==> src/rtl/cascade_irq_timer_pkg.sv <==
package cascade_irq_timer_pkg;

  typedef enum logic [1:0] {
    SRC_NONE0   = 2'b00,
    SRC_NONE1   = 2'b01,
    SRC_NONE2   = 2'b10,
    SRC_WIDE_UF = 2'b11
  } src_sel_e;

  typedef struct packed {
    logic     run;
    logic     spare;
    src_sel_e src;
  } ctrl_t;

  localparam logic [1:0] ADDR_CTRL   = 2'd0;
  localparam logic [1:0] ADDR_RELOAD = 2'd1;
  localparam logic [1:0] ADDR_IE     = 2'd2;
  localparam logic [1:0] ADDR_GIE    = 2'd3;

endpackage

==> src/rtl/cpt_prescaler.sv <==
module cpt_prescaler #(
  parameter int unsigned DIV = 3
) (
  input  logic clk_i,
  input  logic rst_ni,
  output logic tick_o
);
  localparam int unsigned PW = (DIV > 1) ? $clog2(DIV) : 1;
  localparam logic [PW-1:0] LAST = PW'(DIV - 1);

  logic [PW-1:0] cnt_q;

  always_ff @(posedge clk_i or negedge rst_ni) begin
    if (!rst_ni)            cnt_q <= '0;
    else if (cnt_q == LAST) cnt_q <= '0;
    else                    cnt_q <= cnt_q + 1'b1;
  end

  assign tick_o = (cnt_q == LAST);
endmodule

==> src/rtl/cpt_wide_timer.sv <==
module cpt_wide_timer #(
  parameter int unsigned WIDE_W = 16
) (
  input  logic clk_i,
  input  logic rst_ni,
  input  logic tick_i,
  output logic uf_o
);
  logic [WIDE_W-1:0] cnt_q;

  // free-running, wraps to all ones after zero
  always_ff @(posedge clk_i or negedge rst_ni) begin
    if (!rst_ni)     cnt_q <= '1;
    else if (tick_i) cnt_q <= cnt_q - 1'b1;
  end

  assign uf_o = tick_i && (cnt_q == '0);
endmodule

==> src/rtl/cpt_reload_counter.sv <==
module cpt_reload_counter #(
  parameter int unsigned CNT_W = 8
) (
  input  logic             clk_i,
  input  logic             rst_ni,
  input  logic             run_i,
  input  logic             start_i,
  input  logic             tick_i,
  input  logic [CNT_W-1:0] reload_i,
  output logic [CNT_W-1:0] cnt_o,
  output logic             uf_o
);
  logic [CNT_W-1:0] cnt_q;
  logic             step;

  assign step = run_i && tick_i && !start_i;
  assign uf_o = step && (cnt_q == '0);

  always_ff @(posedge clk_i or negedge rst_ni) begin
    if (!rst_ni)      cnt_q <= '0;
    else if (start_i) cnt_q <= reload_i;
    else if (uf_o)    cnt_q <= reload_i;
    else if (step)    cnt_q <= cnt_q - 1'b1;
  end

  assign cnt_o = cnt_q;
endmodule

==> src/rtl/cpt_regs.sv <==
module cpt_regs
  import cascade_irq_timer_pkg::*;
#(
  parameter int unsigned CNT_W = 8
) (
  input  logic             clk_i,
  input  logic             rst_ni,
  input  logic             wr_en_i,
  input  logic [1:0]       wr_addr_i,
  input  logic [CNT_W-1:0] wr_data_i,
  input  logic             tc_i,
  input  logic             set_i,
  output ctrl_t            ctrl_o,
  output logic [CNT_W-1:0] reload_o,
  output logic             start_o,
  output logic             ie_o,
  output logic             gie_o,
  output logic             flag_o,
  output logic             tc_hit_o,
  output logic             irq_o
);
  ctrl_t            ctrl_q;
  logic [CNT_W-1:0] reload_q;
  logic             ie_q, gie_q, flag_q;
  logic             wr_ctrl, wr_reload, wr_ie, wr_gie;
  ctrl_t            ctrl_d;

  assign wr_ctrl   = wr_en_i && (wr_addr_i == ADDR_CTRL);
  assign wr_reload = wr_en_i && (wr_addr_i == ADDR_RELOAD);
  assign wr_ie     = wr_en_i && (wr_addr_i == ADDR_IE);
  assign wr_gie    = wr_en_i && (wr_addr_i == ADDR_GIE);
  assign ctrl_d    = ctrl_t'(wr_data_i[3:0]);

  assign start_o = wr_ctrl && ctrl_d.run && !ctrl_q.run;

  always_ff @(posedge clk_i or negedge rst_ni) begin
    if (!rst_ni) begin
      ctrl_q   <= '0;
      reload_q <= '0;
      ie_q     <= 1'b0;
      gie_q    <= 1'b0;
    end else begin
      if (wr_ctrl)   ctrl_q   <= ctrl_d;
      if (wr_reload) reload_q <= wr_data_i;
      if (wr_ie)     ie_q     <= wr_data_i[0];
      if (wr_gie)    gie_q    <= wr_data_i[0];
    end
  end

  // set wins over test-and-clear
  always_ff @(posedge clk_i or negedge rst_ni) begin
    if (!rst_ni)    flag_q <= 1'b0;
    else if (set_i) flag_q <= 1'b1;
    else if (tc_i)  flag_q <= 1'b0;
  end

  assign ctrl_o   = ctrl_q;
  assign reload_o = reload_q;
  assign ie_o     = ie_q;
  assign gie_o    = gie_q;
  assign flag_o   = flag_q;
  assign tc_hit_o = tc_i && flag_q;
  assign irq_o    = flag_q && ie_q && gie_q;
endmodule

==> src/rtl/cascade_irq_timer.sv <==
module cascade_irq_timer
  import cascade_irq_timer_pkg::*;
#(
  parameter int unsigned PRESC_DIV = 3,
  parameter int unsigned WIDE_W    = 16,
  parameter int unsigned CNT_W     = 8
) (
  input  logic             clk_i,
  input  logic             rst_ni,
  input  logic             wr_en_i,
  input  logic [1:0]       wr_addr_i,
  input  logic [CNT_W-1:0] wr_data_i,
  input  logic             tc_i,
  output logic             tc_hit_o,
  output logic             req_o,
  output logic             irq_o,
  output logic [CNT_W-1:0] cnt_o
);
  logic             presc_tick;
  logic             wide_uf;
  logic             src_tick;
  logic             cnt_uf;
  logic             start;
  logic             ie, gie;
  ctrl_t            ctrl;
  logic [CNT_W-1:0] reload;

  cpt_prescaler #(.DIV(PRESC_DIV)) u_presc (
    .clk_i  (clk_i),
    .rst_ni (rst_ni),
    .tick_o (presc_tick)
  );

  cpt_wide_timer #(.WIDE_W(WIDE_W)) u_wide (
    .clk_i  (clk_i),
    .rst_ni (rst_ni),
    .tick_i (presc_tick),
    .uf_o   (wide_uf)
  );

  // only the wide-timer underflow source is implemented
  assign src_tick = (ctrl.src == SRC_WIDE_UF) ? wide_uf : 1'b0;

  cpt_reload_counter #(.CNT_W(CNT_W)) u_cnt (
    .clk_i    (clk_i),
    .rst_ni   (rst_ni),
    .run_i    (ctrl.run),
    .start_i  (start),
    .tick_i   (src_tick),
    .reload_i (reload),
    .cnt_o    (cnt_o),
    .uf_o     (cnt_uf)
  );

  cpt_regs #(.CNT_W(CNT_W)) u_regs (
    .clk_i     (clk_i),
    .rst_ni    (rst_ni),
    .wr_en_i   (wr_en_i),
    .wr_addr_i (wr_addr_i),
    .wr_data_i (wr_data_i),
    .tc_i      (tc_i),
    .set_i     (cnt_uf),
    .ctrl_o    (ctrl),
    .reload_o  (reload),
    .start_o   (start),
    .ie_o      (ie),
    .gie_o     (gie),
    .flag_o    (req_o),
    .tc_hit_o  (tc_hit_o),
    .irq_o     (irq_o)
  );
endmodule

==> config.mk <==
export PLATFORM = sky130hd
export DESIGN_NAME = cascade_irq_timer
export DESIGN_NICKNAME = d
export VERILOG_FILES = /design/src/rtl/cascade_irq_timer_pkg.sv /design/src/rtl/cpt_prescaler.sv /design/src/rtl/cpt_wide_timer.sv /design/src/rtl/cpt_reload_counter.sv /design/src/rtl/cpt_regs.sv /design/src/rtl/cascade_irq_timer.sv
export SDC_FILE = /design/constraint.sdc
export NUM_CORES = 1
export LEC_CHECK = 0
export ABC_CLOCK_PERIOD_IN_PS = 5100
export BUFFER_PORTS_ARGS = -buffer_cell sky130_fd_sc_hd__buf_2
export CAP_MARGIN = 20
export CORE_MARGIN = 2
export CORE_UTILIZATION = 61
export DETAILED_ROUTE_END_ITERATION = 10
export PLACE_DENSITY = 0.8
export SKIP_CTS_REPAIR_TIMING = 1
export SYNTH_ARGS = -nofsm -noshare
export SYNTH_HDL_FRONTEND = slang
export SYNTH_SLANG_ARGS = --single-unit
==> constraint.sdc <==
create_clock -name clk_i -period 5.1 [get_ports clk_i]
set_input_delay 0.255 -clock clk_i [delete_from_list [all_inputs] [get_ports clk_i]]
set_output_delay 0.255 -clock clk_i [all_outputs]
set_load 0.02 [all_outputs]
==> metrics.yaml <==
sta:
  setup_tns_ns: 0
  slew_headroom_pct: 42.05
  whs_ns: -0.002501
  rsz0062_at_grt: "false"
  finalSetupViolCount: 0
  clock.fmax_ghz: 0.4560
  finalMaxSlewViolations: 0
  finalCriticalPeriod_ns: 2.193
  hold_viol: 1
  worstMarginPinSlew_ns: 0.8692
  fin_skew_ns: 0.004781
  finalCritPeriodShare_pct: 43.00
die:
  fp.dieArea_um2: 3699
  start_util_pct: 64.51
  coreArea_um2: 3053
  pin_count: 25
  fp.dieH_um: 60.82
  row_count: 20
  die_w_um: 60.82
clock_tree:
  cts_sinks: 40
  cts_root_buffer: "clkbuf_4"
  cts_tree: "yes"
  cts_htree_levels: 2
  cts.path.max_buffers: 2
  clk_latency_ns: 0.35
  cts_made_buffers: 5
  clkTransAtPathRegs_ns: 0.11
placement:
  place.gp.congestion: 0.9863
  dp_hpwl_um: 2660
  portBuffers: 24
critical_path:
  worstPathMaxFanout: 4
  critPathKind: "reg -> reg"
  critical_path.slowest_cell: "or4_4"
  path_buf_inv: 0
  cp_data_required_time_ns: 5.31
  critPathLaunchType: "flop"
  cp_slowest_stage_delay_ns: 0.56
  cp-end-kind: "flop"
  path_cells: "or4_4 -> nor4b_1 -> nand3_1 -> nand4_1 -> o211ai_1"
  arrival_ns: 2.41
  critPathTopFamily: "simple AND/OR/NAND/NOR gates"
grt:
  grt_overflow: 0
  grt_use_total_pct: 23.63
  grt_pass1_vias: 1369
  grt_antenna_before_repair: 0
  grt_max_degree: 41
  grt_pass1_wl_um: 6334
synth:
  synth_compound_area_share_pct: 7.687
  yosysUniqueCellTypes: 47
  ys_ff_latch: 40
  yosysWarnings: 0
  netlist_area_um2: 1969
  synth-xor-area-share_pct: 6.226
  synth-simple-area-share_pct: 20.33
  avgSynthCellArea_um2: 11.52
  synth-seq-area-share_pct: 51.84
  synthAdderAreaFrac_pct: 2.541
  netlist_instances: 171
  synthMuxAreaShare_pct: 8.450
  syn_nets: 189
  synth_top_family_by_area: "simple AND/OR/NAND/NOR gates"
routing:
  antenna_left: 0
  detail_route.wl_per_cell_um: 15.21
  vias_per_cell: 5.738
  dr.pass1.iters: 4
  dr_total_vias: 1400
  drt_iter0_markers: 94
  finalWirelength_um: 3711
  drc: 0
run_status:
  violations: "hold timing"
  status: "finished with violations"
power:
  ir_worst_vdd_mv: 0.2520
  power_w: 0.0008095
  p_leak_nw: 0.9075
  pwr_density_cell_nw_per_um2: 367.8
flow_run:
  maxCapViolCount: 0
cells_and_area:
  layout_common_cells: "buf_2 (24), dfrtp_1 (24), dfstp_2 (16)"
  drive_above_1_share_pct: 36.50
  fin_nets: 217
  syn2layout_area_growth_pct: 11.75
  antennaDiodeCount: 0
worst_hold_path:
  worstHoldPathType: "in -> async"
final cells by class:
class                   instances  area (µm²)
flip-flops and latches         40        1021
clock inverters                 2       35.03
clock buffers                   6       41.29
inverters                      10       37.54
multi-input cells             118       890.9
well taps                      44       55.05
repair buffers                 24       120.1
fillers                       224       852.1
stage by stage:
stage | utilization (%) | cells | instance area [µm²] | hold slack [ns] | setup slack, ns
2_1_floorplan | - | 171 | 1969 | -0.04059 | 3.036
3_3_place_gp | 69.59 | 236 | 2125 | 0.3945 | 2.987
3_5_place_dp | 69.59 | 236 | 2125 | 0.4125 | 2.955
4_1_cts | 72.09 | 244 | 2201 | 0.02097 | 2.933
5_1_grt | 72.09 | 244 | 2201 | 0.07932 | 2.799
6_report | 72.09 | 244 | 2201 | -0.002501 | 2.907
state kept, by name, indices dropped and copies added, names as in the netlist:
name	flops
u_regs.gie_o	1
u_presc.cnt_q	2
u_wide.cnt_q	16
u_regs.ie_o	1
u_regs.ctrl_o	3
u_regs.flag_o	1
u_cnt.cnt_o	8
u_regs.reload_o	8
report_power, final:
part	switching (W)	internal, W	leakage [nW]
sequential	0.0000416	0.000361	0.459
clock	0.000104	0.000103	0.0422
combinational	0.000116	0.0000846	0.406
cell usage after synthesis, drive strengths merged:
| cell | number | share of area (%) |
|---|---|---|
| and3b | 1 | 0.44 |
| or3b | 1 | 0.57 |
| buf | 2 | 0.83 |
| o31ai | 1 | 0.38 |
| a31oi | 2 | 0.64 |
| and2b | 1 | 0.38 |
| a21oi | 1 | 0.44 |
| o311ai | 2 | 1.3 |
| o21ai | 5 | 1.3 |
| o2bb2ai | 1 | 0.44 |
| mux2 | 13 | 7.4 |
| a31o | 1 | 0.44 |
| ha | 4 | 2.5 |
| mux2i | 2 | 1.0 |
| nor3 | 7 | 2.0 |
| nor3b | 1 | 0.38 |
| and3 | 1 | 0.32 |
| dfrtp | 24 | 30 |
| o32a | 1 | 0.51 |
| xnor2 | 3 | 1.3 |
| or4 | 3 | 1.3 |
| and2 | 1 | 0.32 |
| clkbuf | 1 | 0.19 |
| xor2 | 11 | 4.9 |
| nand3b | 2 | 0.76 |
| nand2 | 13 | 2.6 |
| nand4 | 6 | 1.9 |
| or2 | 2 | 0.76 |
| nor4 | 6 | 3.3 |
| nand3 | 3 | 0.76 |
| inv | 10 | 1.9 |
| nor4b | 1 | 0.44 |
| nor2 | 11 | 2.1 |
| or3 | 4 | 1.5 |
| o211ai | 5 | 1.9 |
| a22oi | 1 | 0.38 |
| dfstp | 16 | 21 |
| or2b | 1 | 0.38 |
path summary, 6_finish.rpt:
path	startpoint	end	slack, ns	depth (start not counted)
max in group asynchronous	rst_ni	u_cnt.cnt_o[7]$_DFFE_PN0P_	4.55	1
min reg2reg	u_presc.cnt_q[1]$_DFF_PN0_	u_presc.cnt_q[0]$_DFF_PN0_	0.46	1
min	rst_ni	u_cnt.cnt_o[5]$_DFFE_PN0P_	-0.003	1
max reg2reg	u_cnt.cnt_o[5]$_DFFE_PN0P_	u_cnt.cnt_o[6]$_DFFE_PN0P_	2.91	5
min in group clk_i	tc_i	u_regs.flag_o$_DFFE_PN0P_	0.12	2
max	u_cnt.cnt_o[5]$_DFFE_PN0P_	u_cnt.cnt_o[6]$_DFFE_PN0P_	2.91	5
cells by family (layout without fill, tap and decap cells):
kind of cell    count (synthesis)  count (layout)
simple gates                   65              65
flops                          40              40
xor+xnor                       14              14
compound gates                 20              20
buf+inv                        13              42
fa+ha+maj                       4               4
mux                            15              15
metal layers:
| layer | share of wire, % | wire [µm] | up-vias | GRT usage, % |
|---|---|---|---|---|
| li1 | - | - | 671 | - |
| met1 | 49 | 1827 | 673 | 32.42 |
| met2 | 45 | 1652 | 47 | 35.79 |
| met3 | 4.0 | 148 | 9 | 4.904 |
| met4 | 2.2 | 82 | 0 | 11.49 |
| met5 | 0 | 0 | - | 0 |
worst register-to-register path: stages (launching register included):
cell	delay [ns]
dfrtp_1	0.41
or4_4	0.56
nor4b_1	0.52
nand3_1	0.28
nand4_1	0.17
o211ai_1	0.12
Note: power is estimated with default switching activity, not from simulation.
